`src/rtl/fdcb_pkg.sv`:
```
package fdcb_pkg;
  typedef enum logic [2:0] {
    RS_CMD    = 3'd0,
    RS_TRACK  = 3'd1,
    RS_SECTOR = 3'd2,
    RS_DATA   = 3'd3,
    RS_SIDE   = 3'd4,
    RS_FLAGS  = 3'd5,
    RS_MASK   = 3'd6,
    RS_SPARE  = 3'd7
  } regsel_e;

  // Data-transfer command codes that call for an automatic DMA start.
  function automatic logic wants_dma(input logic [7:0] code);
    return ((code >= 8'h80) && (code < 8'hD0)) || (code >= 8'hE0);
  endfunction
endpackage

```
`src/rtl/fdcb_track_xlat.sv`:
```
module fdcb_track_xlat #(
  parameter int DW = 8
) (
  input  logic          is_track,
  input  logic          media_dd,
  input  logic          drive_sd,
  input  logic [DW-1:0] din,
  output logic [DW-1:0] dout
);
  always_comb begin
    if (is_track && media_dd && drive_sd) dout = {din[DW-2:0], 1'b0};
    else                                  dout = din;
  end
endmodule

```
`src/rtl/fdcb_cmd_decode.sv`:
```
module fdcb_cmd_decode import fdcb_pkg::*; #(
  parameter int WCW = 16
) (
  input  logic           clk,
  input  logic           rst,
  input  logic           cmd_we,
  input  logic [7:0]     cmd_val,
  input  logic [WCW-1:0] dma_words,
  input  logic           dma_busy,
  output logic           cmd_is_type1,
  output logic           dma_fixsrc,
  output logic           dma_start
);
  localparam logic [WCW-1:0] WC_FULL = '1;
  localparam logic [WCW-1:0] WC_ZERO = '0;

  logic armed;
  assign armed = (dma_words != WC_ZERO) && (dma_words != WC_FULL) && !dma_busy;

  always_ff @(posedge clk) begin
    if (rst) begin
      cmd_is_type1 <= 1'b0;
      dma_fixsrc   <= 1'b0;
      dma_start    <= 1'b0;
    end else begin
      if (cmd_we) cmd_is_type1 <= !cmd_val[7];
      dma_fixsrc <= cmd_we && wants_dma(cmd_val) && armed;
      dma_start  <= dma_fixsrc;
    end
  end
endmodule

```
`src/rtl/fdcb_irq_status.sv`:
```
module fdcb_irq_status (
  input  logic clk,
  input  logic rst,
  input  logic fdc_drq,
  input  logic fdc_irq,
  input  logic dma_busy,
  input  logic mask_we,
  input  logic mask_val,
  output logic drq_q,
  output logic irq_q,
  output logic mask_q,
  output logic irq_out,
  output logic dma_xfer
);
  always_ff @(posedge clk) begin
    if (rst) begin
      drq_q    <= 1'b0;
      irq_q    <= 1'b0;
      mask_q   <= 1'b1;
      irq_out  <= 1'b0;
      dma_xfer <= 1'b0;
    end else begin
      drq_q    <= fdc_drq;
      irq_q    <= fdc_irq;
      if (mask_we) mask_q <= mask_val;
      irq_out  <= fdc_irq && !mask_q;
      dma_xfer <= fdc_drq && !drq_q && dma_busy;
    end
  end
endmodule

```
`src/rtl/fdc_host_bridge.sv`:
```
module fdc_host_bridge import fdcb_pkg::*; #(
  parameter int DW  = 8,
  parameter int WCW = 16
) (
  input  logic           clk,
  input  logic           rst,
  input  logic           ctl_present,
  input  logic [2:0]     bus_sel,
  input  logic           bus_wr,
  input  logic           bus_rd,
  input  logic [DW-1:0]  bus_wdata,
  output logic [DW-1:0]  bus_rdata,
  output logic           fdc_wr,
  output logic           fdc_rd,
  output logic [1:0]     fdc_addr,
  output logic [DW-1:0]  fdc_wdata,
  input  logic [DW-1:0]  fdc_rdata,
  input  logic           fdc_irq,
  input  logic           fdc_drq,
  input  logic [WCW-1:0] dma_words,
  input  logic           dma_busy,
  input  logic           media_dd,
  input  logic           drive_sd,
  output logic           dma_fixsrc,
  output logic           dma_start,
  output logic           dma_xfer,
  output logic           irq_out,
  output logic           cmd_is_type1,
  output logic           side_sel
);
  localparam logic [DW-1:0] ALL1 = '1;
  localparam logic [DW-2:0] HI1  = '1;

  logic    wr_ok, rd_ok, to_core;
  logic    drq_q, irq_q, mask_q;
  regsel_e sel;

  assign sel     = regsel_e'(bus_sel);
  assign wr_ok   = bus_wr && ctl_present;
  assign rd_ok   = bus_rd && ctl_present;
  assign to_core = !bus_sel[2];

  assign fdc_wr   = wr_ok && to_core;
  assign fdc_rd   = rd_ok && to_core;
  assign fdc_addr = bus_sel[1:0];

  fdcb_track_xlat #(.DW(DW)) u_xlat (
    .is_track (sel == RS_TRACK),
    .media_dd (media_dd),
    .drive_sd (drive_sd),
    .din      (bus_wdata),
    .dout     (fdc_wdata)
  );

  fdcb_cmd_decode #(.WCW(WCW)) u_cmd (
    .clk          (clk),
    .rst          (rst),
    .cmd_we       (wr_ok && (sel == RS_CMD)),
    .cmd_val      (bus_wdata[7:0]),
    .dma_words    (dma_words),
    .dma_busy     (dma_busy),
    .cmd_is_type1 (cmd_is_type1),
    .dma_fixsrc   (dma_fixsrc),
    .dma_start    (dma_start)
  );

  fdcb_irq_status u_stat (
    .clk      (clk),
    .rst      (rst),
    .fdc_drq  (fdc_drq),
    .fdc_irq  (fdc_irq),
    .dma_busy (dma_busy),
    .mask_we  (wr_ok && (sel == RS_MASK)),
    .mask_val (bus_wdata[0]),
    .drq_q    (drq_q),
    .irq_q    (irq_q),
    .mask_q   (mask_q),
    .irq_out  (irq_out),
    .dma_xfer (dma_xfer)
  );

  always_ff @(posedge clk) begin
    if (rst) side_sel <= 1'b0;
    else if (wr_ok && (sel == RS_SIDE)) side_sel <= bus_wdata[0];
  end

  always_ff @(posedge clk) begin
    if (rst) begin
      bus_rdata <= ALL1;
    end else if (bus_rd) begin
      if (!ctl_present) bus_rdata <= ALL1;
      else begin
        case (sel)
          RS_CMD, RS_TRACK, RS_SECTOR, RS_DATA: bus_rdata <= fdc_rdata;
          RS_SIDE:  bus_rdata <= {HI1, side_sel};
          RS_FLAGS: bus_rdata <= {drq_q, irq_q, HI1[DW-3:0]};
          RS_MASK:  bus_rdata <= {HI1, mask_q};
          default:  bus_rdata <= ALL1;
        endcase
      end
    end
  end
endmodule

```
`config.mk`:
```
export PLATFORM = sky130hd
export DESIGN_NAME = fdc_host_bridge
export DESIGN_NICKNAME = d
export VERILOG_FILES = /design/src/rtl/fdcb_pkg.sv /design/src/rtl/fdcb_track_xlat.sv /design/src/rtl/fdcb_cmd_decode.sv /design/src/rtl/fdcb_irq_status.sv /design/src/rtl/fdc_host_bridge.sv
export SDC_FILE = /design/constraint.sdc
export NUM_CORES = 1
export LEC_CHECK = 0
export ABC_CLOCK_PERIOD_IN_PS = 2300
export BUFFER_PORTS_ARGS = -buffer_cell sky130_fd_sc_hd__buf_2
export CAP_MARGIN = 20
export CORE_UTILIZATION = 40
export DETAILED_ROUTE_END_ITERATION = 6
export PLACE_DENSITY = 0.83
export SKIP_CTS_REPAIR_TIMING = 1
export SLEW_MARGIN = 20
export SYNTH_ARGS = -nofsm -noshare
export SYNTH_HDL_FRONTEND = slang
export SYNTH_SLANG_ARGS = --single-unit
```
`constraint.sdc`:
```
create_clock -name clk -period 2.3 [get_ports clk]
set_input_delay 0.23 -clock clk [delete_from_list [all_inputs] [get_ports clk]]
set_output_delay 0.23 -clock clk [all_outputs]
set_load 0.01 [all_outputs]
```
# Word level (Yosys, flattened, before mapping)
# Index checks and enable logic that the tools add are counted.
word_totals:
  register_bits: 17
  inputBits: 45
  elab_cells: 49
op_classes:
  reduce_logical: 26
  n_eq_ne: 7
  magnitude_cmp: 3
  mux: 3
op_table:
  columns: ["cell", "n"]
  rows:
  - ["one-hot mux 8 bit (4 select lines)", 1]
  - ["logical AND 1 bit", 17]
  - [">= comparator 8 bit, second input constant", 2]
  - ["2-to-1 mux 8 bit", 2]
  - ["!= test 16 bit, second input constant", 1]
  - ["nonzero test 16 bit", 1]
  - ["equality test 3 bit, second input constant", 3]
  - ["less-than comparator 8 bit, second input constant", 1]
  - ["equality test 3 x 2 -> 1 bit, second input constant", 2]
  - ["zero test 1 bit", 5]
  - ["OR reduction 4 bit", 1]
  - ["equality test 3 x 1 -> 1 bit, second input constant", 1]
  - ["zero test 3 bit", 1]
  - ["logical OR 1 bit", 1]

# Logic depth before layout (Yosys ltp)
# Gate-level depths: netlist (run 1).
logic_depth:
  ltp_word: 5
  depth_mapped: 4
  mapped_depth_nobuf: 3

# Modules after synthesis
# From an unflattened synthesis (run 1), not the netlist that was laid out.
hier_totals:
  hier_cells: 89
  area_unflattened_um2: 869.6
by_module_without_submodules:
  columns: ["mod", "cells_per_inst", "area_per_inst_um2", "n_inst"]
  rows:
  - ["fdc_host_bridge", 49, 451.7, 1]
  - ["fdcb_cmd_decode", 20, 165.2, 1]
  - ["fdcb_irq_status", 11, 148.9, 1]
  - ["fdcb_track_xlat", 9, 103.8, 1]

# Least setup slack after synthesis (run 1)
# No wires, ideal clock.
synth_timing:
  kind: "input -> output"
  from: "in bus_sel[1]"
  to: "out fdc_wdata[1]"
  t_required_ns: 2.070
  setup_slack_ns: 0.909
  stages: 4
  t_arrival_ns: 1.161
  cell_sequence: "nand2b_4 or3_1 buf_6 mux2_4"
synth_between:
  elab_chain_cells: 4
synth_rtl:
  columns: ["item", "line", "text"]
  rows:
  - ["from (decl)", "fdc_host_bridge.sv:8", "input logic [2:0] bus_sel,"]
  - ["equality test 3 x 1 -> 1 bit", "fdc_host_bridge.sv:48", ".is_track (sel == RS_TRACK),"]
  - ["logical AND 1 bit (2 in a row)", "fdcb_track_xlat.sv:11", "if (is_track && media_dd && drive_sd) dout = {din[DW-2:0], 1'b0};"]
  - ["2-to-1 mux 8 bit", "fdcb_track_xlat.sv:11", null]
  - ["to (decl)", "fdc_host_bridge.sv:16", "output logic [DW-1:0] fdc_wdata,"]
# Every way passes these cells.

# Worst setup path after layout (run 1)
layout_timing:
  from: "in bus_sel[1]"
  to: "out fdc_wdata[7]"
# Same word-level chain as after synthesis.

==> flow_metrics.py, run 1 <==
metrics = {
    "run_status": {
        "outcome": "completed",
    },
    "synth": {
        "synth_warnings": 0,
        "synth_top_family_by_area": "simple AND/OR/NAND/NOR gates",
        "synth-compound-area-share": 0.121,
        "ys_ff_latch": 17,
        "synth_cell_types": 28,
        "synth_simple_gate_area_frac": 0.306,
        "muxShareOfSynthArea": 0.124,
        "syn-num-nets": 135,
        "synth_xor_area_frac": 0,
        "synth_area_sq_um": 851,
        "netlist_instances": 90,
        "ys_seq_area_frac": 0.400,
        "synth_fa_ha_area_frac": 0,
        "syn_area_per_cell_sq_um": 9.45,
    },
    "layout": {
        "layout_common_cells": "buf_2, dfxtp_1, nand2_1, o22ai_1, mux2_4",
        "regArea_sq_um": 340,
        "final_common_cell": "buf_2",
        "num_antenna_cells": 0,
        "fillers": 181,
        "area_growth_pct": 44.7,
        "layout.nets": 206,
        "multi_input_area_sq_um": 468,
        "drive_above_1_share": 0.531,
        "largest_reg_flops": 8,
        "largest_register": "bus_rdata",
    },
    "clock_network": {
        "clock-sinks": 17,
        "cts_tree": "done",
        "cts.htree.levels": 1,
        "cts_buffers": 3,
        "cts_buffer_depth": 2,
        "cts_root_buf": "clkbuf_4",
        "clkTransAtPathRegs_ns": 0.09,
        "clkLatencyLatePin_ns": 0.29,
    },
    "sta": {
        "fin_crit_ns": 1.80,
        "finalSetupTns_ns": 0,
        "final-setup-viol-count": 0,
        "max_slew_margin": 0.709,
        "worst_pin_slew_ns": 0.436,
        "fmax_mhz": 554,
        "rsz0062_at_grt": "no",
        "fin_skew_ns": 0.00255,
        "slew_viol_final": 0,
        "finalHoldViolations": 0,
        "post-route-period-util": 0.785,
    },
    "worst_hold_path": {
        "hp-class": "input pin to flop",
        "min_to": "bus_rdata[5]",
        "min_path_cells": 3,
        "min-delay-start": "fdc_rdata[5]",
    },
    "grt": {
        "grt_overflow": 0,
        "antenna_found_initial": 0,
        "track_usage": 0.184,
        "first_global_vias": 781,
        "grt_first_pass_wirelength_um": 2990,
        "grt_max_degree": 11,
    },
    "die": {
        "die_area_sq_um": 2320,
        "core_area_sq_um": 1980,
        "die_y_um": 48.1,
        "die_w_um": 48.1,
        "rows": 16,
        "start_util": 0.429,
        "boundaryPins": 71,
    },
    "setup_path": {
        "worst_ep_arrival_time_ns": 1.57,
        "path_class": "input pin to output pin",
        "worstSetupEndpointType": "output pin",
        "cp_max_fo": 8,
        "start_kind": "input pin",
        "reg2regPathDepth": 3,
        "r2r_end": "bus_rdata[0]",
        "r2r-start": "side_sel",
        "cp.required_ns": 2.07,
        "reg2reg_slack_ns": 1.17,
    },
    "power": {
        "leakage_nw": 0.604,
        "power_density_nw_per_um2": 469,
        "irDropWorstVdd_mv": 0.453,
        "finalPower_mw": 0.578,
    },
    "route": {
        "drc": 0,
        "first_pass_iters": 4,
        "ant_nets": 0,
        "vias": 968,
        "routed_via_density": 5.18,
        "detail_route.wl_per_cell_um": 11.5,
        "wl_um": 2160,
        "first_iter_violations": 16,
    },
    "place": {
        "io_buffers": 70,
        "dpl.hpwl_um": 1820,
        "gp_congestion": 0.910,
    },
    "job": {
        "max-cap-violations": 0,
    },
}
## final cells by class
cell class	count	area share
clock buffers	3	0.0183
clock inverters	1	0.00407
inverters	3	0.00915
multi-input cells	66	0.380
flip-flops and latches	17	0.276
well taps	27	0.0274
repair buffers	70	0.285
## layer usage
layer	global-route usage	vias to the layer above	share of wire
li1	-	480	-
met1	0.186	430	0.39
met2	0.354	54	0.51
met3	0.0593	4	0.082
met4	0.0556	0	0.018
met5	0	-	0
## critical path, stage by stage
cell and delay (ns):
buf_2 0.14, nand2b_4 0.15, or3_1 0.55, mux2_4 0.37, buf_2 0.14
## synth_stat cells
cell type | n | area [sq um]
and2b_2 | 1 | 8.76
nand3_1 | 5 | 25.0
a311oi_1 | 1 | 8.76
nor3_1 | 2 | 10.0
nor4_1 | 6 | 37.5
and4bb_2 | 1 | 12.5
o22ai_1 | 8 | 50.1
and3b_1 | 1 | 8.76
nand4b_1 | 1 | 8.76
buf_6 | 1 | 11.3
and2_2 | 1 | 7.51
a2111oi_0 | 1 | 8.76
o21ai_0 | 5 | 25.0
nor2_1 | 2 | 7.51
inv_1 | 3 | 11.3
and4_1 | 1 | 8.76
nor2b_1 | 4 | 25.0
nand2b_4 | 1 | 13.8
nand4_1 | 4 | 25.0
mux2_4 | 7 | 105
dfxtp_1 | 17 | 340
nand3b_1 | 2 | 15.0
nand2_1 | 8 | 30.0
a21oi_1 | 2 | 10.0
or3_1 | 1 | 6.26
and4b_1 | 1 | 10.0
buf_2 | 1 | 5.00
buf_4 | 2 | 15.0
## report_power, final
group	leakage (nW)	switching [mW]	internal, mW
clock	0.0177	0.0888	0.0647
sequential	0.139	0.00370	0.302
combinational	0.448	0.0565	0.0622
total	0.604	0.149	0.429
## logic make-up after synthesis
group / Yosys count
simple gates: 42
compound gates: 17
flops: 17
mux: 7
buf+inv: 7
## stage by stage
stage	setup WS, ns	instance area (sq um)	hold WS [ns]	util	cells
floorplan	0.909	851	0.299	-	90
global placement	0.558	1200	0.433	0.607	183
detailed placement	0.495	1200	0.437	0.607	183
CTS	0.493	1230	0.155	0.621	187
global route	0.456	1230	0.157	0.621	187
finish	0.495	1230	0.165	0.621	187
## worst max-delay path by stage
stage / startpoint / end / slack (ns) / cells past startpoint
3_5_place_dp: bus_sel[1] / fdc_wdata[7] / 0.50 / 5
2_1_floorplan: bus_sel[1] / fdc_wdata[1] / 0.91 / 4
6_report: bus_sel[1] / fdc_wdata[7] / 0.50 / 5
4_1_cts: bus_sel[1] / fdc_wdata[7] / 0.49 / 5
5_1_grt: bus_sel[1] / fdc_wdata[4] / 0.46 / 5
3_3_place_gp: bus_sel[1] / fdc_wdata[1] / 0.56 / 5
No activity file was read; power rests on OpenSTA's default activity.
==> run 2: changes to the inputs <==
--- a/config.mk
+++ b/config.mk
@@ -5,12 +5,12 @@
 export SDC_FILE = /design/constraint.sdc
 export NUM_CORES = 1
 export LEC_CHECK = 0
-export ABC_CLOCK_PERIOD_IN_PS = 2300
+export ABC_CLOCK_PERIOD_IN_PS = 1900
 export BUFFER_PORTS_ARGS = -buffer_cell sky130_fd_sc_hd__buf_2
 export CAP_MARGIN = 20
-export CORE_UTILIZATION = 40
+export CORE_UTILIZATION = 37
 export DETAILED_ROUTE_END_ITERATION = 6
-export PLACE_DENSITY = 0.83
+export PLACE_DENSITY = 0.78
 export SKIP_CTS_REPAIR_TIMING = 1
 export SLEW_MARGIN = 20
 export SYNTH_ARGS = -nofsm -noshare
==> constraint.sdc (replaced) <==
create_clock -name clk -period 1.9 [get_ports clk]
set_input_delay 0.19 -clock clk [delete_from_list [all_inputs] [get_ports clk]]
set_output_delay 0.19 -clock clk [all_outputs]
set_load 0.01 [all_outputs]
==> run 2 against run 1 <==
Via count increased by 1.1%. Sequential share of layout area unchanged. Die area increased by 7.8%. Critical path depth unchanged. Worst setup slack got worse by 0.30 ns. Clock-buffer cell count unchanged. Cell count unchanged. Combinational power increased by 22%. Non-clock buffer count unchanged. Critical endpoint is now fdc_wdata[4].
==> flow_metrics.py, run 2 (same netlist as run 1, synthesis figures left out) <==
metrics = {
    "power": {
        "irDropWorstVdd_mv": 0.275,
        "power_density_nw_per_um2": 569,
        "leakage_nw": 0.604,
    },
    "layout": {
        "final_common_cell": "buf_2",
        "area_growth_pct": 44.7,
        "layout.nets": 206,
        "layout_common_cells": "buf_2, dfxtp_1, nand2_1, o22ai_1, mux2_4",
        "layout.cells.non_filler": 187,
        "largest_reg_flops": 8,
        "final_area_sq_um": 1230,
        "largest_register": "bus_rdata",
        "drive_above_1_share": 0.531,
        "num_antenna_cells": 0,
        "post-route-util": 0.597,
        "fillers": 186,
    },
    "clock_network": {
        "clock-sinks": 17,
        "clkLatencyLatePin_ns": 0.28,
        "cts_root_buf": "clkbuf_4",
        "cts_buffers": 3,
        "cts_tree": "done",
        "clkTransAtPathRegs_ns": 0.10,
        "cts_buffer_depth": 2,
        "cts.htree.levels": 1,
    },
    "setup_path": {
        "worst_ep_arrival_time_ns": 1.51,
        "cp.depth": 5,
        "worstSetupEndpointType": "output pin",
        "cp_slowest_cell": "or3_1",
        "crit_buf_inv": 2,
        "cp_max_fo": 8,
        "path_class": "input pin to output pin",
        "start_kind": "input pin",
        "critical_path.top_delay_family": "simple AND/OR/NAND/NOR gates",
        "critPathMaxStageDelay_ns": 0.54,
        "reg2regPathDepth": 3,
        "cp.required_ns": 1.71,
        "cpMostUsedCell": "buf_2",
        "crit_chain": "buf_2 -> nand2b_4 -> or3_1 -> mux2_4 -> buf_2",
    },
    "grt": {
        "track_usage": 0.191,
        "grt_first_pass_wirelength_um": 3730,
        "antenna_found_initial": 0,
        "grt_overflow": 0,
        "grt_max_degree": 11,
        "first_global_vias": 925,
    },
    "route": {
        "first_pass_iters": 7,
        "vias": 979,
        "detail_route.wl_per_cell_um": 11.9,
        "first_iter_violations": 18,
        "wl_um": 2230,
        "drc": 0,
        "routed_via_density": 5.24,
        "ant_nets": 0,
    },
    "sta": {
        "finalHoldViolations": 0,
        "rsz0062_at_grt": "no",
        "final-setup-viol-count": 0,
        "fin_crit_ns": 1.70,
        "fmax_mhz": 587,
        "max_slew_margin": 0.716,
        "worst_pin_slew_ns": 0.426,
        "slew_viol_final": 0,
        "fin_skew_ns": 0.00467,
        "hold_ws_ns": 0.125,
        "finalSetupTns_ns": 0,
        "post-route-period-util": 0.896,
    },
    "place": {
        "dpl.hpwl_um": 1850,
        "place_area_sq_um": 1200,
        "io_buffers": 70,
        "place_inst": 183,
        "gp_congestion": 0.894,
    },
    "worst_hold_path": {
        "hp-class": "input pin to flop",
        "min_path_cells": 3,
    },
    "die": {
        "start_util": 0.413,
        "die_area_sq_um": 2500,
        "boundaryPins": 71,
        "die_y_um": 50.0,
        "core_area_sq_um": 2060,
        "die_w_um": 50.0,
        "rows": 16,
    },
    "run_status": {
        "outcome": "completed",
    },
    "job": {
        "max-cap-violations": 0,
    },
}
[run 2: cell counts in the layout (fill, tap and decap cells not counted)]
Identical to the previous run, type by type.
[run 2: cell type report]
class                   instances  area, sq um  area share
well taps                      27         33.8      0.0274
inverters                       3         11.3     0.00915
multi-input cells              66          468       0.380
clock buffers                   3         22.5      0.0183
clock inverters                 1         5.00     0.00407
flip-flops and latches         17          340       0.276
repair buffers                 70          350       0.285
[run 2: metrics by stage]
step	worst slack, ns	total power [mW]
after floorplan	0.589	0.440
after global placement	0.237	0.517
after detailed placement	0.198	0.522
after CTS	0.194	0.709
after global routing	0.142	0.740
final	0.198	0.700
[run 2: tightest hold or removal path: stages]
cell	delay, ns
buf_2	0.08
o22ai_1	0.06
nand2_1	0.06
[run 2: power by group]
group	switching, mW	total (mW)	internal [mW]
clock	0.108	0.186	0.0781
sequential	0.00433	0.370	0.365
combinational	0.0692	0.145	0.0753
[run 2: worst paths after layout]
check / to / from / slack [ns]
hold reg to reg: u_stat.irq_out / u_stat.mask_q / 0.45
setup / recovery: fdc_wdata[4] / bus_sel[1] / 0.20
setup reg to reg: bus_rdata[0] / side_sel / 0.81
hold / removal: bus_rdata[3] / fdc_rdata[3] / 0.13
[run 2: metal layers]
metal  part of all wire  track usage
met3              0.063       0.0185
met4             0.0085       0.0714
met1               0.42        0.218
met5                  0            0
met2               0.51        0.360
==> run 3: changes to the inputs <==
--- a/config.mk
+++ b/config.mk
@@ -5,12 +5,11 @@
 export SDC_FILE = /design/constraint.sdc
 export NUM_CORES = 1
 export LEC_CHECK = 0
-export ABC_CLOCK_PERIOD_IN_PS = 1900
+export ABC_CLOCK_PERIOD_IN_PS = 2130
 export BUFFER_PORTS_ARGS = -buffer_cell sky130_fd_sc_hd__buf_2
-export CAP_MARGIN = 20
-export CORE_UTILIZATION = 37
+export CORE_UTILIZATION = 40
 export DETAILED_ROUTE_END_ITERATION = 6
-export PLACE_DENSITY = 0.78
+export PLACE_DENSITY = 0.83
 export SKIP_CTS_REPAIR_TIMING = 1
 export SLEW_MARGIN = 20
 export SYNTH_ARGS = -nofsm -noshare
==> constraint.sdc (replaced) <==
create_clock -name clk -period 2.13 [get_ports clk]
set_input_delay 0.213 -clock clk [delete_from_list [all_inputs] [get_ports clk]]
set_output_delay 0.213 -clock clk [all_outputs]
set_load 0.01 [all_outputs]
==> run 3 against run 2 <==
Power shrank 11%. Cell area is the same. Register-to-register slack gained 0.21 ns. Via count shrank 1.7%. Critical endpoint is now fdc_wdata[7]. Clock power shrank 12%. Combinational power shrank 12%. Clock-buffer cell count is the same. Worst setup slack gained 0.17 ns. First-iteration DRC count shrank 50%. Global-route usage shrank 1.7 points. Clock skew grew 0.0012 ns.
==> flow_metrics.py, run 3 (same netlist as run 1, synthesis figures left out) <==
metrics = {
    "run_status": {
        "outcome": "completed",
    },
    "setup_path": {
        "cp_slowest_cell": "or3_1",
        "r2r-start": "side_sel",
        "reg2regPathDepth": 3,
        "crit_start": "bus_sel[1]",
        "worstSetupEndpointType": "output pin",
        "path_class": "input pin to output pin",
        "start_kind": "input pin",
        "crit_chain": "buf_2 -> nand2b_4 -> or3_1 -> mux2_4 -> buf_2",
        "worst_ep_arrival_time_ns": 1.55,
        "cp.required_ns": 1.92,
        "cp_max_fo": 8,
        "reg2reg_slack_ns": 1.02,
        "crit_buf_inv": 2,
        "critPathMaxStageDelay_ns": 0.55,
        "critical_path.top_delay_family": "simple AND/OR/NAND/NOR gates",
        "cpMostUsedCell": "buf_2",
        "cp.depth": 5,
        "r2r_end": "bus_rdata[0]",
    },
    "die": {
        "core_area_sq_um": 1980,
        "rows": 16,
        "die_area_sq_um": 2320,
        "boundaryPins": 71,
        "start_util": 0.429,
        "die_y_um": 48.1,
        "die_w_um": 48.1,
    },
    "power": {
        "power_density_nw_per_um2": 505,
        "finalPower_mw": 0.622,
        "irDropWorstVdd_mv": 0.327,
        "leakage_nw": 0.604,
    },
    "layout": {
        "layout_common_cells": "buf_2, dfxtp_1, nand2_1, o22ai_1, mux2_4",
        "largest_reg_flops": 8,
        "fillers": 168,
        "final_common_cell": "buf_2",
        "drive_above_1_share": 0.531,
        "layout.nets": 206,
        "num_antenna_cells": 0,
        "multi_input_area_sq_um": 468,
        "largest_register": "bus_rdata",
        "regArea_sq_um": 340,
        "area_growth_pct": 44.7,
    },
    "clock_network": {
        "cts_buffers": 3,
        "cts_tree": "done",
        "cts_buffer_depth": 2,
        "clock-sinks": 17,
        "cts.htree.levels": 1,
        "clkTransAtPathRegs_ns": 0.09,
        "cts_root_buf": "clkbuf_4",
        "clkLatencyLatePin_ns": 0.28,
    },
    "grt": {
        "grt_first_pass_wirelength_um": 2840,
        "track_usage": 0.174,
        "antenna_found_initial": 0,
        "grt_overflow": 0,
        "first_global_vias": 751,
        "grt_max_degree": 11,
    },
    "route": {
        "wl_um": 2100,
        "first_iter_violations": 9,
        "drc": 0,
        "vias": 962,
        "first_pass_iters": 4,
        "ant_nets": 0,
        "routed_via_density": 5.14,
        "detail_route.wl_per_cell_um": 11.2,
    },
    "sta": {
        "finalSetupTns_ns": 0,
        "post-route-period-util": 0.826,
        "slew_viol_final": 0,
        "worst_pin_slew_ns": 0.435,
        "finalHoldViolations": 0,
        "max_slew_margin": 0.710,
        "rsz0062_at_grt": "no",
        "fin_skew_ns": 0.00584,
        "final-setup-viol-count": 0,
        "fin_crit_ns": 1.76,
        "setup_ws_ns": 0.370,
        "fmax_mhz": 568,
    },
    "worst_hold_path": {
        "hp-class": "input pin to flop",
        "min-delay-start": "fdc_rdata[2]",
        "min_path_cells": 3,
        "min_to": "bus_rdata[2]",
    },
    "place": {
        "post-place-ws_ns": 0.376,
        "io_buffers": 70,
        "dpl.hpwl_um": 1750,
        "gp_congestion": 0.909,
    },
    "job": {
        "max-cap-violations": 0,
    },
}
==> run 3: cell counts in the layout (fill, tap and decap cells not counted) <==
No cell type changed its count.
==> run 3: cell type report <==
| cell class | count | share of cell area |
|---|---|---|
| clock buffers | 3 | 0.0183 |
| clock inverters | 1 | 0.00407 |
| inverters | 3 | 0.00915 |
| multi-input cells | 66 | 0.380 |
| flip-flops and latches | 17 | 0.276 |
| well taps | 27 | 0.0274 |
| repair buffers | 70 | 0.285 |
==> run 3: tightest hold or removal path: cells and delay by family <==
| kind | cells | cell delay [ns] |
|---|---|---|
| and+or+nand+nor | 1 | 0.05 |
| AOI/OAI and AO/OA | 1 | 0.06 |
| buffers and inverters | 1 | 0.08 |
==> run 3: metrics by stage <==
step / area (sq um) / utilization / hold WS (ns) / std cells
2_1_floorplan: 851 / - / 0.282 / 90
3_3_place_gp: 1200 / 0.607 / 0.433 / 183
3_5_place_dp: 1200 / 0.607 / 0.442 / 183
4_1_cts: 1230 / 0.621 / 0.149 / 187
5_1_grt: 1230 / 0.621 / 0.147 / 187
6_report: 1230 / 0.621 / 0.151 / 187
==> run 3: report_power, final <==
part | switching [mW] | total [mW] | internal [mW]
combinational | 0.0606 | 0.128 | 0.0671
sequential | 0.00383 | 0.330 | 0.326
clock | 0.0945 | 0.164 | 0.0697
==> run 3: worst max path at each step <==
stage | to | slack (ns)
3_5_place_dp | fdc_wdata[7] | 0.38
6_report | fdc_wdata[7] | 0.37
4_1_cts | fdc_wdata[7] | 0.37
5_1_grt | fdc_wdata[6] | 0.34
2_1_floorplan | fdc_wdata[1] | 0.77
3_3_place_gp | fdc_wdata[1] | 0.42
==> run 3: per-layer routing <==
layer / share of wire / global-route usage / wire length (um)
met1: 0.41 / 0.190 / 852
met3: 0.077 / 0.0333 / 162
met4: 0.0067 / 0.0500 / 14
met5: 0 / 0 / 0
met2: 0.51 / 0.338 / 1070
